==> src/rtl/raster_pkg.sv <==
// raster_pkg: shared helpers for the padded raster timing block.
// Assumes all counts passed in are at least 2.
package raster_pkg;
    // Bit width needed to hold values 0 .. n-1.
    function automatic int cnt_w(input int n);
        return (n < 2) ? 1 : $clog2(n);
    endfunction
endpackage

==> src/rtl/axis_counter.sv <==
// axis_counter: position counter for one raster axis.
// Advances on 'step', wraps after TOTAL-1, flags the wrapping clock on 'last'.
// Assumes TOTAL >= 2; reset is synchronous and active low.
module axis_counter #(
    parameter  int TOTAL = 1056,
    localparam int W     = raster_pkg::cnt_w(TOTAL)
) (
    input  logic         clk,
    input  logic         rst_n,
    input  logic         step,
    output logic [W-1:0] count,
    output logic         last
);
    // Wrap point reached on this advancing clock.
    always_comb last = step && (count == W'(TOTAL - 1));

    // Count register with wrap.
    always_ff @(posedge clk) begin
        if (!rst_n)
            count <= '0;
        else if (step)
            count <= last ? '0 : count + W'(1);
    end

    assert_in_range_R2: assert property (@(posedge clk) disable iff (!rst_n)
        count < W'(TOTAL));
    assert_advance_R2: assert property (@(posedge clk) disable iff (!rst_n)
        (step && !last) |=> count == $past(count) + W'(1));
    assert_hold_R3: assert property (@(posedge clk) disable iff (!rst_n)
        !step |=> $stable(count));
    assert_wrap_R3: assert property (@(posedge clk) disable iff (!rst_n)
        last |=> count == '0);
endmodule

==> src/rtl/sync_window.sv <==
// sync_window: decodes a sync pulse from an axis position.
// Asserted for START <= count < START+LEN, driven with the chosen polarity.
// Assumes START+LEN does not exceed the axis total.
module sync_window #(
    parameter int W        = 11,
    parameter int START    = 840,
    parameter int LEN      = 128,
    parameter bit SYNC_POS = 1'b1
) (
    input  logic [W-1:0] count,
    output logic         on,
    output logic         pin
);
    // Window membership, polarity-independent.
    always_comb on = (count >= W'(START)) && (count < W'(START + LEN));

    // Polarity variant chosen at elaboration.
    generate
        if (SYNC_POS) begin : g_pos
            always_comb pin = on;
        end else begin : g_neg
            always_comb pin = !on;
        end
    endgenerate
endmodule

==> src/rtl/raster_pad_timing.sv <==
// raster_pad_timing: timing for a padded output raster.
// Runs horizontal/vertical counters, decodes syncs and display enable,
// and gates a top-left picture window of IMG_W x IMG_H; all else is black.
// Assumes IMG_W <= H_ACTIVE, IMG_H <= V_ACTIVE, all porch/sync lengths >= 1,
// and that pix_in arrives combinationally for the presented coordinates.
module raster_pad_timing #(
    parameter  int H_ACTIVE = 800,
    parameter  int H_FP     = 40,
    parameter  int H_SYNC   = 128,
    parameter  int H_BP     = 88,
    parameter  int V_ACTIVE = 600,
    parameter  int V_FP     = 1,
    parameter  int V_SYNC   = 4,
    parameter  int V_BP     = 23,
    parameter  int IMG_W    = 640,
    parameter  int IMG_H    = 512,
    parameter  int PIX_W    = 12,
    parameter  bit SYNC_POS = 1'b1,
    localparam int H_TOTAL  = H_ACTIVE + H_FP + H_SYNC + H_BP,
    localparam int V_TOTAL  = V_ACTIVE + V_FP + V_SYNC + V_BP,
    localparam int HW       = raster_pkg::cnt_w(H_TOTAL),
    localparam int VW       = raster_pkg::cnt_w(V_TOTAL),
    localparam int XW       = raster_pkg::cnt_w(IMG_W),
    localparam int YW       = raster_pkg::cnt_w(IMG_H)
) (
    input  logic             clk,
    input  logic             rst_n,
    input  logic [PIX_W-1:0] pix_in,
    output logic             hsync,
    output logic             vsync,
    output logic             de,
    output logic             img_valid,
    output logic [XW-1:0]    img_x,
    output logic [YW-1:0]    img_y,
    output logic [PIX_W-1:0] rgb_out
);
    localparam int HS_START = H_ACTIVE + H_FP;
    localparam int VS_START = V_ACTIVE + V_FP;

    logic [HW-1:0] hpos;
    logic [VW-1:0] vpos;
    logic          h_last, v_last;
    logic          hs_on, vs_on;

    axis_counter #(.TOTAL(H_TOTAL)) u_hcnt (
        .clk(clk), .rst_n(rst_n), .step(1'b1), .count(hpos), .last(h_last));

    axis_counter #(.TOTAL(V_TOTAL)) u_vcnt (
        .clk(clk), .rst_n(rst_n), .step(h_last), .count(vpos), .last(v_last));

    sync_window #(.W(HW), .START(HS_START), .LEN(H_SYNC), .SYNC_POS(SYNC_POS)) u_hs (
        .count(hpos), .on(hs_on), .pin(hsync));

    sync_window #(.W(VW), .START(VS_START), .LEN(V_SYNC), .SYNC_POS(SYNC_POS)) u_vs (
        .count(vpos), .on(vs_on), .pin(vsync));

    // Visible raster and picture window decode.
    always_comb begin
        de        = (hpos < HW'(H_ACTIVE)) && (vpos < VW'(V_ACTIVE));
        img_valid = (hpos < HW'(IMG_W))    && (vpos < VW'(IMG_H));
    end

    // Buffer request coordinates and black padding.
    always_comb begin
        img_x   = img_valid ? hpos[XW-1:0] : '0;
        img_y   = img_valid ? vpos[YW-1:0] : '0;
        rgb_out = img_valid ? pix_in       : '0;
    end

    assert_window_inside_R7: assert property (@(posedge clk) disable iff (!rst_n)
        img_valid |-> de);
    assert_hsync_start_R5: assert property (@(posedge clk) disable iff (!rst_n)
        $rose(hs_on) |-> hpos == HW'(HS_START));
    assert_vsync_line_R6: assert property (@(posedge clk) disable iff (!rst_n)
        !h_last |=> $stable(vs_on));
    assert_frame_wrap_R3: assert property (@(posedge clk) disable iff (!rst_n)
        v_last |=> (vpos == '0 && hpos == '0));
    assert_black_pad_R9: assert property (@(posedge clk) disable iff (!rst_n)
        (vpos >= VW'(IMG_H)) |-> rgb_out == '0);
endmodule

==> config.mk <==
export PLATFORM = sky130hd
export DESIGN_NAME = raster_pad_timing
export DESIGN_NICKNAME = d
export VERILOG_FILES = /design/src/rtl/raster_pkg.sv /design/src/rtl/axis_counter.sv /design/src/rtl/sync_window.sv /design/src/rtl/raster_pad_timing.sv
export SDC_FILE = /design/constraint.sdc
export NUM_CORES = 1
export LEC_CHECK = 0
export ABC_CLOCK_PERIOD_IN_PS = 3800
export BUFFER_PORTS_ARGS = -buffer_cell sky130_fd_sc_hd__buf_2
export CORE_MARGIN = 3
export CORE_UTILIZATION = 50
export DETAILED_ROUTE_END_ITERATION = 10
export PLACE_DENSITY = 0.8
export SLEW_MARGIN = 20
export SYNTH_ARGS = -nofsm -noshare
export SYNTH_HDL_FRONTEND = slang
export SYNTH_SLANG_ARGS = --single-unit
==> constraint.sdc <==
create_clock -name clk -period 3.8 [get_ports clk]
set_input_delay 0.76 -clock clk [delete_from_list [all_inputs] [get_ports clk]]
set_output_delay 0.76 -clock clk [all_outputs]
set_load 0.05 [all_outputs]
==> summary.txt, run 1 <==
Timing
  – Fmax achieved: 364 MHz
  – Rel. slew slack: 0.649
  – RSZ-0062 raised after global routing: false
  – Final worst slack: between 1 and 1.5 ns
  – Final Cycle Share: 0.723
  – Final min period: roughly 2.7 ns
  – Clk_skew: 0.00110 ns
  – Fin. Hold Viols: 0
  – Setup TNS: 0 ns
  – Setup violations, final: 0
  – Slew Viols, Final: 0
  – Worst Max-Slew Pin Slew: between 0.5 and 0.6 ns
  – Worst hold margin: between 0.4 and 0.5 ns

Power and ir drop
  – Switching Fraction: 0.300
  – P_int: about 0.28 mW
  – Pwr/cell area: between 200 and 250 nW/um2
  – Leakage power: 0.719 nW
  – Worst VDD drop: approximately 0.00017 V
  – Comb pwr share: 0.164
  – Reg power frac: 0.565
  – Clock share of power: 0.272
  – Net Sw Power: 0.120 mW

Die
  – I/O pins: 49
  – Die height: approximately 59 um
  – Die width: about 59 um
  – Initial core utilization: 0.542
  – Row cnt: 18
  – Die area: roughly 3500 um2
  – Core ar.: approximately 2600 um2

Clocking
  – TritonCTS clock tree: built
  – Cts bufs inserted: 3
  – Post-cts gate resize count: 0
  – Sink Count: 21
  – Clock Pin Slew Worst Setup and Hold Paths: around 0.12 ns
  – Largest buffer count on any clock path: 2
  – Hold Buf Count CTS: 0
  – Clock root cell: clkbuf_4
  – H-tree level count: 1
  – Skew-Pair Late Insertion Delay: ~0.3 ns
  – Post-CTS Setup Bufs: 0

Setup path
  – Critical-path top delay cell: dfxtp_1
  – Required time worst endpoint: roughly 3 ns
  – Worst EP arrival: 1.99 ns
  – RR Startpoint: u_hcnt.count[10]$_SDFF_PP0_
  – Crit start category: flip-flop
  – CP Capture Type: primary output
  – Reg2reg setup slack: approximately 1.8 ns
  – Critical Path, Cell by Cell: nor2_2 -> nor2b_1 -> nor3_2 -> buf_4 -> and2_2 -> buf_2
  – Critical Path Source: u_hcnt.count[7]$_SDFF_PP0_
  – Crit-path max cell delay: 0.49 ns
  – CP max FO: 26
  – Worst R2R End: u_vcnt.count[5]$_SDFFE_PN0N_
  – R2R cell count: 4
  – Crit Path Class: flip-flop to primary output

Logic synthesis
  – Syn Std Cell Area: approximately 1400 um2
  – Post-synthesis cell count: 168
  – Synth Warn #: 0
  – Post-synthesis cell type count: 40
  – Synth Register Bits: 21
  – Sequential share of the synthesized area: 0.302
  – Syn Nets: roughly 190
  – Syn_area_per_cell: a little over 8 um2

Layout
  – Most common cell after layout, fill and taps aside: buf_2
  – Post-layout util: 0.642
  – Non-Filler Instances: about 240
  – Layout cells sized above 1: 0.288
  – Final Net Count: between 200 and 250
  – Fillers: ~240
  – Synth-to-Final Area Change: 18.4%
  – Commonest cells after routing, fill and taps aside: buf_2 (48), and2_1 (27), dfxtp_1 (21)
  – N_diodes: 0

GRT
  – Largest net degree at the start of global routing: 27
  – Global route overflow: 0
  – Total Routing Usage GR: 0.188
  – Vias in the first global route: 1206
  – First-pass GRT wire length: 5150 um
  – Initial antenna violation count: 0

Route
  – Total iterations of the first detailed-routing run: 4
  – Number of remaining DRC errors: 0
  – Per-cell routed wire length: ~14 um
  – DR vias: 1332
  – DR iter-0 viols: 29
  – DR vias/cell: 5.50
  – Remaining antenna violation count: 0
  – Final wirelength: 3290 um

Status
  – Status: finished, final reports clean

Worst hold path
  – Min-delay src: u_hcnt.count[0]$_SDFF_PP0_
  – Hold depth: 1
  – Hold Path End: u_hcnt.count[0]$_SDFF_PP0_
  – Type of the worst min-delay path: flip-flop to flip-flop

Place
  – Inst Count DP: roughly 240
  – Port buffer count: 48
  – GPL Wtd Cong: between 0.9 and 1
  – DPL Wire Length: 2520 um
  – Pre-CTS setup slack: about 1.4 ns

Flow run
  – Max-cap viol count: 0
[state kept, by name, summed over array words and instances, names as in the netlist]
register / flops
u_hcnt.count: 11
u_vcnt.count: 10
[power groups by stage]
stage               sequential, mW  combinational [mW]  clock, mW
floorplan                    0.230              0.0474          0
detailed placement           0.231              0.0658          0
finish                       0.226              0.0656      0.109
CTS                          0.226              0.0659      0.115
global route                 0.227              0.0694      0.121
global placement             0.231              0.0657          0
[routing by layer]
layer	global-route usage	share of wire	vias up
met5	0	0	-
met4	0.0615	0.0094	0
met2	0.341	0.48	58
met1	0.224	0.42	610
met3	0.0263	0.089	5
li1	-	-	659
[worst max-delay path by stage]
stage          depth (start not counted)       end
2_1_floorplan                          5     vsync
3_3_place_gp                           6  img_x[5]
3_5_place_dp                           6  img_x[5]
4_1_cts                                6  img_x[5]
5_1_grt                                6  img_x[5]
6_report                               6  img_x[5]
[layout make-up]
type                            count  area (um2)  share of cell area
Timing Repair Buffer               49         248               0.150
Clock buffer                        3        22.5              0.0137
Multi-Input combinational cell    132         893               0.542
Tap cell                           30        37.5              0.0228
Inverter                            6        22.5              0.0137
Clock inverter                      1        5.00             0.00303
Sequential cell                    21         420               0.255
[cell families after synthesis]
| logic type | after synthesis | synth area share |
|---|---|---|
| AO/OA/AOI/OAI | 14 | 0.0755 |
| XOR/XNOR | 15 | 0.0943 |
| AND/OR/NAND/NOR | 97 | 0.420 |
| flip-flops | 21 | 0.302 |
| buffers and inverters | 15 | 0.0566 |
| multiplexers | 1 | 0.00719 |
| adder cells (fa/ha/maj) | 5 | 0.0449 |
[worst max-delay path: cells and delay by family, from the launching register on]
family | cells | cell delay, ns
buffers and inverters | 2 | 0.41
DFF | 1 | 0.49
and+or+nand+nor | 4 | 0.78
[Yosys cell counts, drive strengths merged]
master,number,area share
and2,28,0.13
dfxtp,21,0.30
nor2,17,0.048
nand2,9,0.024
nand3,9,0.036
xnor2,9,0.057
nor4,7,0.031
inv,6,0.016
nor3,6,0.025
xor2,6,0.038
buf,5,0.030
ha,5,0.045
nand4,5,0.033
o21ai,5,0.026
and3,4,0.018
clkbuf,4,0.011
a21oi,3,0.013
nand2b,3,0.013
and4,2,0.013
nor4b,2,0.023
nor4bb,2,0.014
o21a,2,0.011
or3,2,0.0090
a211oi,1,0.0054
mux2i,1,0.0072
nor2b,1,0.0045
o211a,1,0.0072
o21ba,1,0.0072
o31ai,1,0.0054
[metrics by stage]
stage          area [um2]  total power, mW
6_report             1650            0.400
5_1_grt              1650            0.417
4_1_cts              1650            0.407
3_5_place_dp         1620            0.297
3_3_place_gp         1620            0.297
2_1_floorplan        1390            0.278
Power figures use the tool's default switching activity.
==> run 2: changes to the inputs <==
--- a/config.mk
+++ b/config.mk
@@ -5,12 +5,13 @@
 export SDC_FILE = /design/constraint.sdc
 export NUM_CORES = 1
 export LEC_CHECK = 0
-export ABC_CLOCK_PERIOD_IN_PS = 3800
+export ABC_AREA = 1
+export ABC_CLOCK_PERIOD_IN_PS = 2200
 export BUFFER_PORTS_ARGS = -buffer_cell sky130_fd_sc_hd__buf_2
 export CORE_MARGIN = 3
-export CORE_UTILIZATION = 50
+export CORE_UTILIZATION = 45
 export DETAILED_ROUTE_END_ITERATION = 10
-export PLACE_DENSITY = 0.8
+export PLACE_DENSITY = 0.75
 export SLEW_MARGIN = 20
 export SYNTH_ARGS = -nofsm -noshare
 export SYNTH_HDL_FRONTEND = slang
==> constraint.sdc (replaced) <==
create_clock -name clk -period 2.2 [get_ports clk]
set_input_delay 0.44 -clock clk [delete_from_list [all_inputs] [get_ports clk]]
set_output_delay 0.44 -clock clk [all_outputs]
set_load 0.05 [all_outputs]
==> summary.txt, run 2 <==
Setup path
  – Reg2reg setup slack: 0.64 ns (was 1.84 ns)
  – Worst R2R End: u_vcnt.count[7]$_SDFFE_PN0N_ (was u_vcnt.count[5]$_SDFFE_PN0N_)
  – CP max FO: 17 (was 26)
  – Worst EP arrival: 1.65 ns (was 1.99 ns)
  – Critical Path, Cell by Cell: nor2_1 -> o211ai_1 -> buf_6 -> inv_1 -> nand2_1 -> inv_1 -> buf_2 (was nor2_2 -> nor2b_1 -> nor3_2 -> buf_4 -> and2_2 -> buf_2)
  – Critical-path top delay cell: dfxtp_1 (unchanged)
  – R2R cell count: 8 (was 4)
  – CP Capture Type: primary output (unchanged)
  – Crit Path Class: flip-flop to primary output (unchanged)
  – RR Startpoint: u_hcnt.count[0]$_SDFF_PP0_ (was u_hcnt.count[10]$_SDFF_PP0_)
  – CP dominant cell by count: inv_1
  – Crit-path max cell delay: 0.44 ns (was 0.49 ns)
  – Levels on crit path: 7 (was 6)
  – Required time worst endpoint: 1.76 ns (was 3.04 ns)
  – Crit path buf inv count: 4 (was 2)
  – Critical Path Source: u_hcnt.count[7]$_SDFF_PP0_ (unchanged)
  – Crit start category: flip-flop (unchanged)
  – Largest delay share family, worst path: buffers and inverters (was simple AND/OR/NAND/NOR gates)

Power and ir drop
  – Leakage power: 0.912 nW (was 0.719 nW)
  – Net Sw Power: 0.217 mW (was 0.120 mW)
  – Reg power frac: 0.551 (was 0.565)
  – Pwr/cell area: 389 nW/um2 (was 243 nW/um2)
  – P_int: 0.488 mW (was 0.280 mW)
  – Switching Fraction: 0.308 (was 0.300)
  – Clock share of power: 0.279 (was 0.272)
  – Worst VDD drop: 0.000231 V (was 0.000174 V)
  – Comb pwr share: 0.169 (was 0.164)

Logic synthesis
  – Async SR Flop Fraction: 0 (unchanged)
  – Sequential share of the synthesized area: 0.283 (was 0.302)
  – Synth Register Bits: 21 (unchanged)
  – Syn_area_per_cell: 5.99 um2 (was 8.29 um2)
  – Synth Warn #: 0 (unchanged)
  – Syn Std Cell Area: 1490 um2 (was 1390 um2)
  – Top cell type's share of synthesized area: 0.283 (was 0.302)
  – Syn Nets: 267 (was 187)
  – Synth cell count leaders: nor2_1 (63), nand2_1 (43), inv_1 (41), dfxtp_1 (21), nand3_1 (21) (was and2_1 (27), dfxtp_1 (21), nor2_1 (16), nand2_1 (9), xnor2_1 (9))
  – Predominant post-synthesis flop cell: dfxtp_1 (unchanged)
  – Yosys top cell by area: dfxtp_1 (unchanged)
  – Most frequent cell after synthesis: nor2_1 (was and2_1)
  – Post-synthesis cell type count: 29 (was 40)
  – Top post-synthesis cells by area: dfxtp_1 (28%), nor2_1 (16%), nand2_1 (11%) (was dfxtp_1 (30%), and2_1 (12%), xnor2_1 (5.7%))
  – EDFF count, synth: 0 (unchanged)
  – Post-synthesis cell count: 248 (was 168)

Clocking
  – H-tree level count: 1 (unchanged)
  – Hold Buf Count CTS: 0 (unchanged)
  – Clock Pin Slew Worst Setup and Hold Paths: 0.13 ns (was 0.12 ns)
  – Clock root cell: clkbuf_4 (unchanged)
  – Cts bufs inserted: 3 (unchanged)
  – TritonCTS clock tree: built (unchanged)
  – Skew-Pair Late Insertion Delay: 0.32 ns (was 0.30 ns)
  – Sink Count: 21 (unchanged)
  – Largest buffer count on any clock path: 2 (unchanged)

Timing
  – Fmax achieved: 479 MHz
  – Slew Viols, Final: 0 (unchanged)
  – Rel. slew slack: 0.767 (was 0.649)
  – Clk_skew: 0.0115 ns (was 0.00110 ns)
  – Fin. Hold Viols: 0 (unchanged)
  – Worst Max-Slew Pin Slew: 0.347 ns (was 0.519 ns)
  – Final worst slack: 0.112 ns (was 1.05 ns)
  – Final Cycle Share: 0.949
  – Final min period: 2.09 ns
  – Setup TNS: 0 ns (unchanged)
  – Setup violations, final: 0 (unchanged)

Route
  – DR vias: 1616 (was 1332)
  – Number of remaining DRC errors: 0 (unchanged)
  – Per-cell routed wire length: 10.3 um (was 13.6 um)
  – Final wirelength: 3530 um (was 3290 um)
  – DR iter-0 viols: 74 (was 29)
  – Total iterations of the first detailed-routing run: 4 (unchanged)
  – DR vias/cell: 4.73 (was 5.50)
  – Remaining antenna violation count: 0 (unchanged)

GRT
  – Largest net degree at the start of global routing: 18 (was 27)
  – Initial antenna violation count: 0 (unchanged)
  – First-pass GRT wire length: 6280 um (was 5150 um)
  – Global route overflow: 0 (unchanged)
  – Vias in the first global route: 1513 (was 1206)
  – Total Routing Usage GR: 0.188 (about the same)

Layout
  – Non-Filler Instances: 342 (was 242)
  – Biggest regs: u_hcnt.count (11), u_vcnt.count (10) (unchanged)
  – Number of flip-flops in the largest register: 11 (unchanged)
  – Commonest cells after routing, fill and taps aside: nor2_1 (63), buf_2 (48), nand2_1 (43) (was buf_2 (48), and2_1 (27), dfxtp_1 (21))
  – N_diodes: 0 (unchanged)
  – Top reg by flops: u_hcnt.count (unchanged)
  – Synth-to-Final Area Change: 21.8% (was 18.4%)
  – Most common cell after layout, fill and taps aside: nor2_1 (was buf_2)
  – Layout cells sized above 1: 0.255 (was 0.288)
  – Final Net Count: 318 (was 232)

Worst hold path
  – Type of the worst min-delay path: input pin to flip-flop (was flip-flop to flip-flop)
  – Min-delay src: rst_n (was u_hcnt.count[0]$_SDFF_PP0_)
  – Hold depth: 3 (was 1)
  – Hold Path End: u_vcnt.count[8]$_SDFFE_PN0N_ (was u_hcnt.count[0]$_SDFF_PP0_)

Die
  – Die width: 63.5 um (was 58.8 um)
  – Die area: 4030 um2 (was 3450 um2)
  – Initial core utilization: 0.479 (was 0.542)
  – Core ar.: 3100 um2 (was 2570 um2)
  – Die height: 63.5 um (was 58.8 um)
  – I/O pins: 49 (unchanged)
  – Row cnt: 20 (was 18)

Flow run
  – Max-cap viol count: 0 (unchanged)

Place
  – Pre-CTS setup slack: 0.430 ns (was 1.41 ns)
  – Inst Count DP: 338 (was 238)
  – DPL Wire Length: 2750 um (was 2520 um)
  – Port buffer count: 48 (unchanged)
  – GPL Wtd Cong: 0.853 (was 0.922)

Status
  – Status: finished, final reports clean (unchanged)
run 2: cell types whose count changed after synthesis, sizes merged, moves of 7 or more:
cell	before	now
nor2	17	67
a21oi	3	14
inv	6	47
nand3	9	22
and2	28	0
xnor2	9	0
nor4	7	0
nand2	9	47
run 2: final cells by class:
class	count	area, um2
sequential	21	423
multi-input combinational	175	861
inverter	47	179
tap	44	55.1
fill	331	1290
timing repair buffer	51	267
clock buffer	4	26.3
run 2: logic make-up after synthesis:
group / synth area share
simple gates: 0.433
compound gates: 0.0892
xor+xnor: 0.0118
flops: 0.283
buf+inv: 0.141
fa+ha+maj: 0.0421
run 2: metal layers:
metal  up-vias  track usage  wire [um]
met1       706        0.233       1670
li1        855            -          -
met2        50        0.326       1540
met5         -            0          0
met3         5       0.0303        267
met4         0       0.0674         52
run 2: worst max-delay path by stage:
stage / endpoint / slack, ns
finish: img_x[9] / 0.11
global route: img_x[9] / -0.005
global placement: img_x[9] / 0.48
detailed placement: img_x[9] / 0.43
floorplan: de / 0.06
CTS: img_x[9] / 0.06
run 2: metrics by stage:
stage / utilization / area [um2] / power [mW] / hold WS (ns)
floorplan: - / 1490 / 0.485 / 0.430
global placement: 0.571 / 1770 / 0.516 / 0.444
detailed placement: 0.571 / 1770 / 0.518 / 0.456
CTS: 0.580 / 1800 / 0.709 / 0.361
global route: 0.583 / 1810 / 0.728 / 0.379
finish: 0.583 / 1810 / 0.705 / 0.375
run 2: power groups by stage:
stage / clock network [mW] / registers, mW / logic [mW]
CTS: 0.200 / 0.389 / 0.120
global route: 0.209 / 0.389 / 0.130
finish: 0.197 / 0.389 / 0.119
global placement: 0 / 0.397 / 0.119
floorplan: 0 / 0.397 / 0.0881
detailed placement: 0 / 0.397 / 0.120
run 2: worst min-delay path: stages:
cell and delay (ns):
buf_2 0.12, inv_1 0.05, a21oi_1 0.03
run 2: repair_timing:
| action | in CTS | in global routing |
|---|---|---|
| gates resized for setup | 0 | 4 |
| endpoints found under the setup margin | 0 | 2 |
| setup buffers | 0 | 0 |
==> run 3: changes to the inputs <==
--- a/config.mk
+++ b/config.mk
@@ -6,9 +6,8 @@
 export NUM_CORES = 1
 export LEC_CHECK = 0
 export ABC_AREA = 1
-export ABC_CLOCK_PERIOD_IN_PS = 2200
+export ABC_CLOCK_PERIOD_IN_PS = 1700
 export BUFFER_PORTS_ARGS = -buffer_cell sky130_fd_sc_hd__buf_2
-export CORE_MARGIN = 3
 export CORE_UTILIZATION = 45
 export DETAILED_ROUTE_END_ITERATION = 10
 export PLACE_DENSITY = 0.75
==> constraint.sdc (replaced) <==
create_clock -name clk -period 1.7 [get_ports clk]
set_input_delay 0.34 -clock clk [delete_from_list [all_inputs] [get_ports clk]]
set_output_delay 0.34 -clock clk [all_outputs]
set_load 0.05 [all_outputs]
==> summary.txt, run 3 (synthesized netlist as in run 2, its figures left out) <==
Timing
  – Final Cycle Share: 1.15
  – Setup violations, final: 35 (was 0)
  – Fin. Hold Viols: 0 (unchanged)
  – RSZ-0062 raised after global routing: true
  – Final min period: slightly below 2 ns
  – Final worst slack: -0.248 ns (was 0.112 ns)
  – Setup TNS: -6.10 ns (was 0 ns)
  – Clk_skew: 0.0141 ns (was 0.0115 ns)
  – Slew Viols, Final: 0 (unchanged)
  – Worst Max-Slew Pin Slew: 0.387 ns (was 0.347 ns)
  – Worst hold margin: 0.261 ns (was 0.375 ns)
  – Rel. slew slack: 0.740 (was 0.767)
  – Fmax achieved: between 500 and 600 MHz

Worst hold path
  – Min-delay src: rst_n (unchanged)
  – Type of the worst min-delay path: input pin to flip-flop (unchanged)

Layout
  – Most common cell after layout, fill and taps aside: nand2_1 (was nor2_1)
  – N_diodes: 0 (unchanged)
  – Commonest cells after routing, fill and taps aside: nand2_1 (41), inv_1 (36), nor2_1 (34) (was nor2_1 (63), buf_2 (48), nand2_1 (43))
  – Final Net Count: 344 (was 318)
  – Top reg by flops: u_hcnt.count (unchanged)
  – Area of the multi-input gates: 1070 um2 (was 861 um2)
  – Post-layout util: 0.798 (was 0.583)
  – Fillers: 197 (was 331)
  – Biggest regs: u_hcnt.count (11), u_vcnt.count (10) (unchanged)
  – Layout cells sized above 1: 0.475 (was 0.255)
  – Synth-to-Final Area Change: 66.7% (was 21.8%)
  – Reg area: 442 um2 (was 423 um2)
  – Non-Filler Instances: 368 (was 342)
  – Number of flip-flops in the largest register: 11 (unchanged)

Flow run
  – Max-cap viol count: 0 (unchanged)

Route
  – Total iterations of the first detailed-routing run: 5 (was 4)
  – DR vias/cell: 5.34 (was 4.73)
  – Remaining antenna violation count: 0 (unchanged)
  – Final wirelength: 5370 um (was 3530 um)
  – Number of remaining DRC errors: 0 (unchanged)
  – DR vias: 1965 (was 1616)
  – DR iter-0 viols: 223 (was 74)
  – Per-cell routed wire length: 14.6 um (was 10.3 um)

Clocking
  – H-tree level count: 1 (unchanged)
  – Clock root cell: clkbuf_4 (unchanged)
  – Sink Count: 21 (unchanged)
  – TritonCTS clock tree: built (unchanged)
  – Largest buffer count on any clock path: 2 (unchanged)
  – Skew-Pair Late Insertion Delay: 0.31 ns (was 0.32 ns)
  – Cts bufs inserted: 3 (unchanged)
  – Clock Pin Slew Worst Setup and Hold Paths: 0.13 ns (about the same)

Place
  – DPL Wire Length: 2780 um (was 2750 um)
  – GPL Wtd Cong: 0.858 (was 0.853)
  – Port buffer count: 48 (unchanged)
  – Inst Count DP: 348 (was 338)

GRT
  – First-pass GRT wire length: 7280 um (was 6280 um)
  – Met1 Resource Use GR: 0.333 (was 0.233)
  – Total Routing Usage GR: 0.273 (was 0.188)
  – Initial antenna violation count: 0 (unchanged)
  – GR Util met2: 0.477 (was 0.326)
  – Global route overflow: 0 (unchanged)
  – Largest net degree at the start of global routing: 16 (was 18)
  – Met3 Use GR: 0.0393 (was 0.0303)
  – GRT busiest layer: met2 (unchanged)
  – Vias in the first global route: 1664 (was 1513)

Setup path
  – Required time worst endpoint: 1.36 ns (was 1.76 ns)
  – CP max FO: 5 (was 17)
  – Crit Path Class: flip-flop to primary output (unchanged)
  – Worst EP arrival: 1.61 ns (was 1.65 ns)
  – Critical Path Source: u_hcnt.count[7]$_SDFF_PP0_ (unchanged)
  – CP Capture Type: primary output (unchanged)
  – RR Startpoint: u_hcnt.count[7]$_SDFF_PP0_ (was u_hcnt.count[0]$_SDFF_PP0_)
  – Critical-path top delay cell: dfxtp_4 (was dfxtp_1)
  – Crit start category: flip-flop (unchanged)
  – Critical Path, Cell by Cell: nor2_2 -> o211ai_1 -> buf_4 -> buf_16 -> nor2_4 -> buf_6 (was nor2_1 -> o211ai_1 -> buf_6 -> inv_1 -> nand2_1 -> inv_1 -> buf_2)
  – Crit-path max cell delay: 0.37 ns (was 0.44 ns)

Status
  – Failing checks: setup timing
  – Status: finished, violations left (was finished, final reports clean)

Die
  – Core ar.: 3100 um2 (unchanged)
  – Die area: 3540 um2 (was 4030 um2)
  – Die width: 59.5 um (was 63.5 um)
  – Initial core utilization: 0.479 (unchanged)
  – Row cnt: 20 (unchanged)
  – I/O pins: 49 (unchanged)
  – Die height: 59.5 um (was 63.5 um)

Power and ir drop
  – Pwr Total: 0.947 mW (was 0.705 mW)
  – Leakage power: 1.14 nW (was 0.912 nW)
  – Pwr/cell area: 382 nW/um2 (was 389 nW/um2)
  – Worst VDD drop: 0.000342 V (was 0.000231 V)
## run 3: cell types whose count changed in the layout (fill, tap and decap cells not counted), moves of 4 or more
| cell | previous run | this run |
|---|---|---|
| nor2_4 | 1 | 18 |
| dfxtp_1 | 19 | 10 |
| dfxtp_2 | 2 | 8 |
| inv_2 | 5 | 9 |
| buf_4 | 2 | 32 |
| nor2_1 | 63 | 34 |
| buf_2 | 48 | 16 |
| inv_1 | 41 | 36 |
| buf_6 | 1 | 22 |
| nor2_2 | 2 | 14 |
## run 3: critical path: cells and delay by family (launching register included)
family,cells,cell delay [ns]
AND/OR/NAND/NOR,2,0.24
flip-flops,1,0.37
buffers and inverters,3,0.55
AO/OA/AOI/OAI,1,0.13
## run 3: cell type report
| class | instances | share of cell area |
|---|---|---|
| Multi-Input combinational cell | 175 | 0.432 |
| Timing Repair Buffer | 77 | 0.283 |
| Sequential cell | 21 | 0.178 |
| Inverter | 47 | 0.0732 |
| Tap cell | 44 | 0.0222 |
| Clock buffer | 3 | 0.00909 |
| Clock inverter | 1 | 0.00202 |
## run 3: timing repair
| action | 4_1_cts | 5_1_grt |
|---|---|---|
| endpoints found under the setup margin | 35 | 41 |
| pin swaps | 3 | 7 |
| gates resized for setup | 97 | 23 |
| endpoints found under the hold margin | 0 | 0 |
| cloned | 1 | 0 |
| hold buffers | 0 | 0 |
| setup buffers | 11 | 4 |
## run 3: final timing paths
kind                                                     end  slack (ns)  depth (start not counted)
worst min-delay path            u_vcnt.count[8]$_SDFFE_PN0N_        0.26                          3
worst max register to register  u_vcnt.count[4]$_SDFFE_PN0N_        0.05                         11
worst max-delay path                              rgb_out[9]       -0.25                          6
worst min register to register    u_hcnt.count[0]$_SDFF_PP0_        0.48                          1
## run 3: routing by layer
layer / wire [um] / up-vias
met5: 0 / -
met4: 180 / 0
met3: 609 / 36
met2: 2530 / 150
met1: 2050 / 870
li1: - / 909
## run 3: per-stage QoR
step           setup slack, ns  cell area (um2)
2_1_floorplan          -0.0602             1540
4_1_cts                 -0.152             2370
3_3_place_gp            0.0586             1910
6_report                -0.248             2480
3_5_place_dp            0.0713             1910
5_1_grt                 -0.345             2480
## run 3: power by group
group          leakage, nW  internal [mW]  total [mW]  switching (mW)
clock network       0.0177         0.0877       0.245           0.158
registers            0.176          0.493       0.498         0.00525
logic                0.942         0.0729       0.203           0.130
total                 1.14          0.653       0.947           0.293
